--- src/rtl/led_evt_pkg.sv ---
package led_evt_pkg;

  localparam int EVT_W = 5;

  typedef enum logic [4:0] {
    EV_10M       = 5'h00,
    EV_100M      = 5'h01,
    EV_1G        = 5'h02,
    EV_2G5       = 5'h03,
    EV_5G        = 5'h04,
    EV_10G       = 5'h05,
    EV_LOWGRP    = 5'h06,
    EV_HIGHGRP   = 5'h07,
    EV_FDX       = 5'h08,
    EV_COL       = 5'h09,
    EV_TX_BLINK  = 5'h0A,
    EV_RX_BLINK  = 5'h0B,
    EV_ACT_BLINK = 5'h0C,
    EV_LINK      = 5'h0D,
    EV_LINK_ACT  = 5'h0E,
    EV_LINK_RX   = 5'h0F,
    EV_LOW_ACT   = 5'h10,
    EV_HIGH_ACT  = 5'h11,
    EV_HIGH_LOWB = 5'h12,
    EV_FDX_COLB  = 5'h13,
    EV_FORCE_ON  = 5'h14,
    EV_FORCE_OFF = 5'h15
  } evt_e;

  typedef struct packed {
    logic       link;
    logic [2:0] spd;
    logic       fdx;
    logic       col;
    logic       tx_act;
    logic       rx_act;
    logic       col_act;
  } lstat_t;

  // Lit/unlit decision for one LED, before polarity.
  function automatic logic evt_lit(input logic [4:0] code, input lstat_t s,
                                   input logic ph);
    logic low_grp, high_grp, any_act, res;
    low_grp  = s.link && (s.spd == 3'd1 || s.spd == 3'd2);
    high_grp = s.link && (s.spd == 3'd3 || s.spd == 3'd4 || s.spd == 3'd5);
    any_act  = s.tx_act | s.rx_act;
    case (code)
      EV_10M, EV_100M, EV_1G, EV_2G5, EV_5G, EV_10G:
                    res = s.link && (s.spd == code[2:0]);
      EV_LOWGRP:    res = low_grp;
      EV_HIGHGRP:   res = high_grp;
      EV_FDX:       res = s.link && s.fdx;
      EV_COL:       res = s.col;
      EV_TX_BLINK:  res = s.tx_act && ph;
      EV_RX_BLINK:  res = s.rx_act && ph;
      EV_ACT_BLINK: res = any_act && ph;
      EV_LINK:      res = s.link;
      EV_LINK_ACT:  res = s.link && (any_act ? ph : 1'b1);
      EV_LINK_RX:   res = s.link && (s.rx_act ? ph : 1'b1);
      EV_LOW_ACT:   res = low_grp && (any_act ? ph : 1'b1);
      EV_HIGH_ACT:  res = high_grp && (any_act ? ph : 1'b1);
      EV_HIGH_LOWB: res = high_grp || (low_grp && ph);
      EV_FDX_COLB:  res = s.link && s.fdx && (s.col_act ? ph : 1'b1);
      EV_FORCE_ON:  res = 1'b1;
      default:      res = 1'b0;
    endcase
    return res;
  endfunction

endpackage

--- src/rtl/led_cfg_regs.sv ---
module led_cfg_regs
  import led_evt_pkg::*;
#(
  parameter int          N_LED      = 5,
  parameter int          ADDR_W     = 8,
  parameter int          DATA_W     = 16,
  parameter int          RATE_W     = 8,
  parameter int          POL_ADDR   = 'h00,
  parameter int          BLINK_ADDR = 'h08,
  parameter int          LED_BASE   = 'h40,
  parameter int          LED_STRIDE = 'h10,
  parameter int          EVT_LSB    = 11,
  parameter int          POL_LSB    = 8,
  parameter logic [7:0]  RATE_RST   = 8'h0F
) (
  input  logic                          clk,
  input  logic                          rst_n,
  input  logic                          wr_en,
  input  logic                          rd_en,
  input  logic [ADDR_W-1:0]             addr,
  input  logic [DATA_W-1:0]             wdata,
  output logic [DATA_W-1:0]             rdata,
  output logic [N_LED-1:0][EVT_W-1:0]   evt_q,
  output logic [N_LED-1:0]              pol_q,
  output logic [RATE_W-1:0]             rate_q
);

  logic [N_LED-1:0][EVT_W-1:0] evt_d;
  logic [N_LED-1:0]            pol_d;
  logic [RATE_W-1:0]           rate_d;
  logic [DATA_W-1:0]           rdata_d;
  logic                        pol_hit, rate_hit;
  logic [N_LED-1:0]            led_hit;

  always_comb begin
    pol_hit  = (addr == ADDR_W'(POL_ADDR));
    rate_hit = (addr == ADDR_W'(BLINK_ADDR));
    for (int i = 0; i < N_LED; i++)
      led_hit[i] = (addr == ADDR_W'(LED_BASE + i * LED_STRIDE));
  end

  // Next state: configuration fields
  always_comb begin
    evt_d  = evt_q;
    pol_d  = pol_q;
    rate_d = rate_q;
    if (wr_en) begin
      for (int i = 0; i < N_LED; i++)
        if (led_hit[i]) evt_d[i] = wdata[EVT_LSB +: EVT_W];
      if (pol_hit)  pol_d  = wdata[POL_LSB +: N_LED];
      if (rate_hit) rate_d = wdata[RATE_W-1:0];
    end
  end

  // Next state: read mux, fields returned in place
  always_comb begin
    rdata_d = '0;
    if (rd_en) begin
      for (int i = 0; i < N_LED; i++)
        if (led_hit[i]) rdata_d[EVT_LSB +: EVT_W] = evt_q[i];
      if (pol_hit)  rdata_d[POL_LSB +: N_LED] = pol_q;
      if (rate_hit) rdata_d[RATE_W-1:0]       = rate_q;
    end
  end

  always_ff @(posedge clk or negedge rst_n) begin
    if (!rst_n) begin
      for (int i = 0; i < N_LED; i++) evt_q[i] <= EV_FORCE_OFF;
      pol_q  <= '0;
      rate_q <= RATE_RST;
      rdata  <= '0;
    end else begin
      evt_q  <= evt_d;
      pol_q  <= pol_d;
      rate_q <= rate_d;
      rdata  <= rdata_d;
    end
  end

  AST_UNMAPPED_WR: assert property (@(posedge clk) disable iff (!rst_n)
    (wr_en && !pol_hit && !rate_hit && led_hit == '0)
      |=> ($stable(pol_q) && $stable(rate_q) && $stable(evt_q)));

  AST_RDATA_QUIET: assert property (@(posedge clk) disable iff (!rst_n)
    !rd_en |=> (rdata == '0));

endmodule

--- src/rtl/led_blink_timer.sv ---
module led_blink_timer #(
  parameter int RATE_W   = 8,
  parameter int PRESCALE = 4
) (
  input  logic              clk,
  input  logic              rst_n,
  input  logic [RATE_W-1:0] rate,
  input  logic              tx_pulse,
  input  logic              rx_pulse,
  input  logic              collision,
  output logic              phase,
  output logic              tx_act,
  output logic              rx_act,
  output logic              col_act
);

  localparam int PS_W  = $clog2(PRESCALE + 1);
  localparam int CNT_W = RATE_W + PS_W + 1;

  logic [CNT_W-1:0] cnt_q, cnt_d, lim;
  logic             tick, phase_d;
  logic [2:0]       pend_q, pend_d, act_q, act_d, strobe;

  assign lim    = CNT_W'((int'(rate) + 1) * PRESCALE);
  assign tick   = (cnt_q >= lim - CNT_W'(1));
  assign strobe = {collision, rx_pulse, tx_pulse};

  // Next state: period counter, phase and activity windows
  always_comb begin
    cnt_d   = tick ? '0 : cnt_q + CNT_W'(1);
    phase_d = tick ? ~phase : phase;
    if (tick) begin
      act_d  = pend_q | strobe;
      pend_d = '0;
    end else begin
      act_d  = act_q;
      pend_d = pend_q | strobe;
    end
  end

  always_ff @(posedge clk or negedge rst_n) begin
    if (!rst_n) begin
      cnt_q  <= '0;
      phase  <= 1'b0;
      pend_q <= '0;
      act_q  <= '0;
    end else begin
      cnt_q  <= cnt_d;
      phase  <= phase_d;
      pend_q <= pend_d;
      act_q  <= act_d;
    end
  end

  assign tx_act  = act_q[0];
  assign rx_act  = act_q[1];
  assign col_act = act_q[2];

  AST_PHASE_AT_PERIOD: assert property (@(posedge clk) disable iff (!rst_n)
    !tick |=> $stable(phase));

  AST_IDLE_CLEARS: assert property (@(posedge clk) disable iff (!rst_n)
    (tick && !pend_q[0] && !tx_pulse && !pend_q[1] && !rx_pulse)
      |=> (!tx_act && !rx_act));

endmodule

--- src/rtl/led_lane.sv ---
module led_lane
  import led_evt_pkg::*;
(
  input  logic             clk,
  input  logic             rst_n,
  input  logic [EVT_W-1:0] code,
  input  logic             pol,
  input  lstat_t           st,
  input  logic             phase,
  output logic             led_q
);

  logic lit, led_d;

  always_comb begin
    lit   = evt_lit(code, st, phase);
    led_d = lit ^ pol;
  end

  always_ff @(posedge clk or negedge rst_n) begin
    if (!rst_n) led_q <= 1'b0;
    else        led_q <= led_d;
  end

  AST_FORCE_ON: assert property (@(posedge clk) disable iff (!rst_n)
    (code == EV_FORCE_ON) |=> (led_q == !$past(pol)));

  AST_UNDEF_OFF: assert property (@(posedge clk) disable iff (!rst_n)
    (code > EV_FORCE_OFF) |=> (led_q == $past(pol)));

  AST_POL_OFF: assert property (@(posedge clk) disable iff (!rst_n)
    (code == EV_FORCE_OFF) |=> (led_q == $past(pol)));

endmodule

--- src/rtl/led_event_ctrl.sv ---
module led_event_ctrl
  import led_evt_pkg::*;
#(
  parameter int N_LED    = 5,
  parameter int ADDR_W   = 8,
  parameter int DATA_W   = 16,
  parameter int RATE_W   = 8,
  parameter int PRESCALE = 4
) (
  input  logic              clk,
  input  logic              rst_n,
  input  logic              wr_en,
  input  logic              rd_en,
  input  logic [ADDR_W-1:0] addr,
  input  logic [DATA_W-1:0] wdata,
  output logic [DATA_W-1:0] rdata,
  input  logic              link_up,
  input  logic [2:0]        speed,
  input  logic              full_dup,
  input  logic              collision,
  input  logic              tx_pulse,
  input  logic              rx_pulse,
  output logic [N_LED-1:0]  led_o
);

  logic [1:0]                  rst_sync;
  logic                        rst_int_n;
  logic [N_LED-1:0][EVT_W-1:0] evt_q;
  logic [N_LED-1:0]            pol_q;
  logic [RATE_W-1:0]           rate_q;
  logic                        phase, tx_act, rx_act, col_act;
  lstat_t                      st;

  // Asynchronous assert, synchronous release
  always_ff @(posedge clk or negedge rst_n) begin
    if (!rst_n) rst_sync <= 2'b00;
    else        rst_sync <= {rst_sync[0], 1'b1};
  end
  assign rst_int_n = rst_sync[1];

  led_cfg_regs #(
    .N_LED(N_LED), .ADDR_W(ADDR_W), .DATA_W(DATA_W), .RATE_W(RATE_W)
  ) u_regs (
    .clk(clk), .rst_n(rst_int_n), .wr_en(wr_en), .rd_en(rd_en),
    .addr(addr), .wdata(wdata), .rdata(rdata),
    .evt_q(evt_q), .pol_q(pol_q), .rate_q(rate_q)
  );

  led_blink_timer #(.RATE_W(RATE_W), .PRESCALE(PRESCALE)) u_timer (
    .clk(clk), .rst_n(rst_int_n), .rate(rate_q),
    .tx_pulse(tx_pulse), .rx_pulse(rx_pulse), .collision(collision),
    .phase(phase), .tx_act(tx_act), .rx_act(rx_act), .col_act(col_act)
  );

  always_comb begin
    st.link    = link_up;
    st.spd     = speed;
    st.fdx     = full_dup;
    st.col     = collision;
    st.tx_act  = tx_act;
    st.rx_act  = rx_act;
    st.col_act = col_act;
  end

  for (genvar g = 0; g < N_LED; g++) begin : g_lane
    led_lane u_lane (
      .clk(clk), .rst_n(rst_int_n), .code(evt_q[g]), .pol(pol_q[g]),
      .st(st), .phase(phase), .led_q(led_o[g])
    );
  end

  AST_RESET_DARK: assert property (@(posedge clk)
    !rst_int_n |=> (led_o == '0));

endmodule

--- config.mk ---
export PLATFORM = sky130hd
export DESIGN_NAME = led_event_ctrl
export DESIGN_NICKNAME = d
export VERILOG_FILES = /design/src/rtl/led_evt_pkg.sv /design/src/rtl/led_cfg_regs.sv /design/src/rtl/led_blink_timer.sv /design/src/rtl/led_lane.sv /design/src/rtl/led_event_ctrl.sv
export SDC_FILE = /design/constraint.sdc
export NUM_CORES = 1
export LEC_CHECK = 0
export ABC_AREA = 1
export ABC_CLOCK_PERIOD_IN_PS = 5100
export BUFFER_PORTS_ARGS = -buffer_cell sky130_fd_sc_hd__buf_2
export CAP_MARGIN = 15
export CORE_MARGIN = 2
export CORE_UTILIZATION = 40
export CTS_CLUSTER_SIZE = 16
export DETAILED_ROUTE_END_ITERATION = 7
export PLACE_DENSITY_LB_ADDON = 0.05
export SETUP_SLACK_MARGIN = 0.5
export SYNTH_ARGS = -nofsm -noshare
export SYNTH_HDL_FRONTEND = slang
export SYNTH_SLANG_ARGS = --single-unit
--- constraint.sdc ---
create_clock -name clk -period 5.1 [get_ports clk]
set_input_delay 1.53 -clock clk [delete_from_list [all_inputs] [get_ports clk]]
set_output_delay 1.53 -clock clk [all_outputs]
set_load 0.005 [all_outputs]
==> flow_metrics.py <==
metrics = {
    "setup_path": {
        "cpMaxStageDelayCell": "dfstp_2",
        "worst-setup-path-type": "reg -> reg",
        "slowest_delay_ps": 570,
        "worst-path-max-fanout": 22,
        "crit_top_cell": "nand2_1",
        "reg2reg_to": "u_timer.phase",
        "cp_data_arrival_time_ps": 3470,
        "worst-r2r-setup-slack_ps": 1830,
        "critical_path.cell_chain": "ha_1 -> nand2_1 -> inv_2 -> nand2_4 -> xor2_2 -> nand3_2 -> nor2_2 -> nand2_1 -> nand2_1 -> nand2_1 -> ha_1 -> a21oi_1 -> o21a_1 -> nand3_1 -> xor2_1",
        "critPathLaunchType": "flip-flop",
        "r2r_cells": 15,
        "crit_path_end_kind": "flip-flop",
        "r2r_start": "u_regs.rate_q[0]",
        "crit_required_ps": 5290,
    },
    "yosys": {
        "synth.cell_area_um2": 5470,
        "ys_seq_area_share_pct": 37.0,
        "synth_top_area_share_pct": 27.9,
        "syn_inst": 792,
        "synth_area_leaders": "dfrtp_1 28%, nand2_1 12%, nor2_1 11%",
        "synth_nets": 840,
        "synth-seq-cells": 80,
        "ys_types": 41,
        "yosysWarnings": 0,
        "yosys.area.top_type": "dfrtp_1",
        "syn_area_per_cell_um2": 6.91,
    },
    "placement": {
        "place_ws_ps": 1810,
        "place_inst": 997,
        "dpl-instance-area_um2": 5820,
        "gp_congestion": 0.918,
        "dp.final_hpwl_um": 11500,
        "port_buffers": 56,
    },
    "timing": {
        "fmax_mhz": 306,
        "maxSlewViolCount": 0,
        "hold_ws_ps": 352,
        "setup_ws_ps": 1830,
        "setup_viol": 0,
        "worst_pin_slew_ps": 1030,
        "clock_skew_ps": 7.07,
        "grt_setup_unrepaired": "false",
        "report.final.hold_viol_count": 0,
        "fin_crit_ps": 3270,
        "timing.final.crit_share_pct": 64.2,
        "slew_headroom_pct": 31.1,
        "setup_tns_ps": 0,
    },
    "cells_and_area": {
        "layout.cells.non_filler": 1013,
        "multi_input_area_um2": 2960,
        "regArea_um2": 2030,
        "final_util_pct": 45.8,
        "syn_to_final_growth_pct": 11.4,
        "final_net_count": 880,
        "n_antenna_cell": 0,
        "drive_gt1_share_pct": 17.3,
        "finalInstanceArea_um2": 6100,
        "nFillCells": 1410,
    },
    "cts": {
        "cts_buffer_depth": 2,
        "cts_buffers": 9,
        "clkSinkCount": 80,
        "clock_latency_ps": 350,
        "ctsHtreeMaxLevel": 3,
        "cts_hold_buf": 0,
        "cts_setup_buffers": 0,
        "path_clk_slew_ps": 60,
        "cts_resized": 0,
        "cts_tree": "built",
        "clockRootBuffer": "clkbuf_16",
    },
    "floorplanning": {
        "rows": 42,
        "initial_core_util_pct": 41.1,
        "die_w_um": 121,
        "die_h_um": 121,
        "die_area_um2": 14600,
        "core_area_um2": 13300,
        "io_pins": 57,
    },
    "run_status": {
        "outcome": "finished, final reports clean",
    },
    "min_path": {
        "hold_path_depth": 0,
        "min_from": "rst_sync[0]",
        "holdPathEnd": "rst_sync[1]",
        "hold_path_class": "reg -> reg",
    },
    "power": {
        "p_leak_nw": 3.03,
        "ir_drop_mv": 0.213,
        "powerDensity_nw_per_um2": 311,
        "power_mw": 1.90,
    },
    "drt": {
        "first_pass_iters": 4,
        "ant_nets": 0,
        "first_iter_violations": 423,
        "drc_errors": 0,
        "vias": 5125,
        "wl_per_cell_um": 15.3,
        "via_per_inst": 5.06,
        "finalWirelength_um": 15500,
    },
    "job": {
        "drv_cap": 0,
    },
    "global_route": {
        "first_global_vias": 4923,
        "grt_pass1_wl_um": 24900,
        "grt.total_usage_pct": 22.2,
        "grt_max_degree": 79,
        "antenna_found_initial": 0,
        "overflow": 0,
    },
}
worst max-delay path by stage:
stage,to,from,slack (ps),depth (start not counted)
2_1_floorplan,u_timer.cnt_q[10],u_regs.rate_q[0],2450,17
3_3_place_gp,u_timer.phase,u_regs.rate_q[0],1920,15
3_5_place_dp,u_timer.act_q[1],u_regs.rate_q[0],1810,16
4_1_cts,u_timer.act_q[1],u_regs.rate_q[0],1790,16
5_1_grt,u_timer.cnt_q[2],u_regs.rate_q[0],1430,15
6_report,u_timer.phase,u_regs.rate_q[0],1830,15
state kept, by name, summed over array words and instances (netlist names):
signal / cells
u_timer.cnt_q: 12
u_regs.rdata: 16
u_timer.phase: 1
g_lane.u_lane.led_q: 5
u_regs.pol_q: 5
rst_sync: 2
u_regs.evt_q: 25
u_timer.pend_q: 3
u_timer.act_q: 3
u_regs.rate_q: 8
layout make-up:
cell class	count	area share (%)
clock buffers	10	3.92
clock inverters	6	0.677
inverters	85	5.40
multi-input cells	600	48.5
flip-flops and latches	80	33.3
well taps	176	3.61
repair buffers	56	4.60
where the power goes:
group	switching (mW)	internal, mW
registers	0.0893	0.705
clock network	0.275	0.345
logic	0.319	0.166
total	0.683	1.22
layout by cell type (no fill, tap or decap), types with 2 or more instances in the layout:
cell type	count
nand3b_1	3
xor2_1	10
o21ai_0	33
o21ai_1	9
xnor2_1	6
o211ai_1	3
clkinv_2	3
dfrtp_1	60
xor2_2	3
nand2_4	3
nor2_1	166
nand2_2	11
nand2_1	181
inv_2	10
clkbuf_16	9
nor3b_1	2
dfstp_2	19
a21oi_1	18
inv_1	72
o21bai_1	2
nor3_1	19
nor2_2	8
inv_6	2
nand3_1	78
a21oi_2	9
ha_1	12
buf_2	56
nand4_1	13
o21a_1	2
logic make-up after synthesis:
kind of cell	synth area share, %
compound gates	7.89
xor+xnor	3.96
fa+ha+maj	2.74
buf+inv	8.92
flops	37.0
other cells	0.0686
simple gates	39.4
critical path: cells and delay by family, from the launching register on:
kind | cells | cell delay, ps
flip-flops | 1 | 570
AO/OA/AOI/OAI | 2 | 280
AND/OR/NAND/NOR | 8 | 1140
buffers and inverters | 1 | 80
XOR/XNOR | 2 | 570
adder cells (fa/ha/maj) | 2 | 470
synthesized netlist by cell type, drive strengths merged:
cell,number
a21oi,27
buf,25
clkbuf,2
clkinv,1
conb,1
dfrtp,61
dfstp,19
ha,12
inv,84
nand2,195
nand3,79
nand3b,3
nand4,13
nor2,176
nor3,21
nor3b,2
nor4,2
o211ai,3
o21a,2
o21ai,42
o21bai,2
xnor2,6
xor2,14
metal layers:
layer / up-vias / GRT usage (%) / wire length, um
met5: - / 0 / 0
met4: 0 / 10.6 / 552
met3: 31 / 3.95 / 797
met2: 127 / 38.0 / 7530
met1: 2376 / 27.0 / 6590
li1: 2591 / - / -
Note: power is estimated with default switching activity, not from simulation.
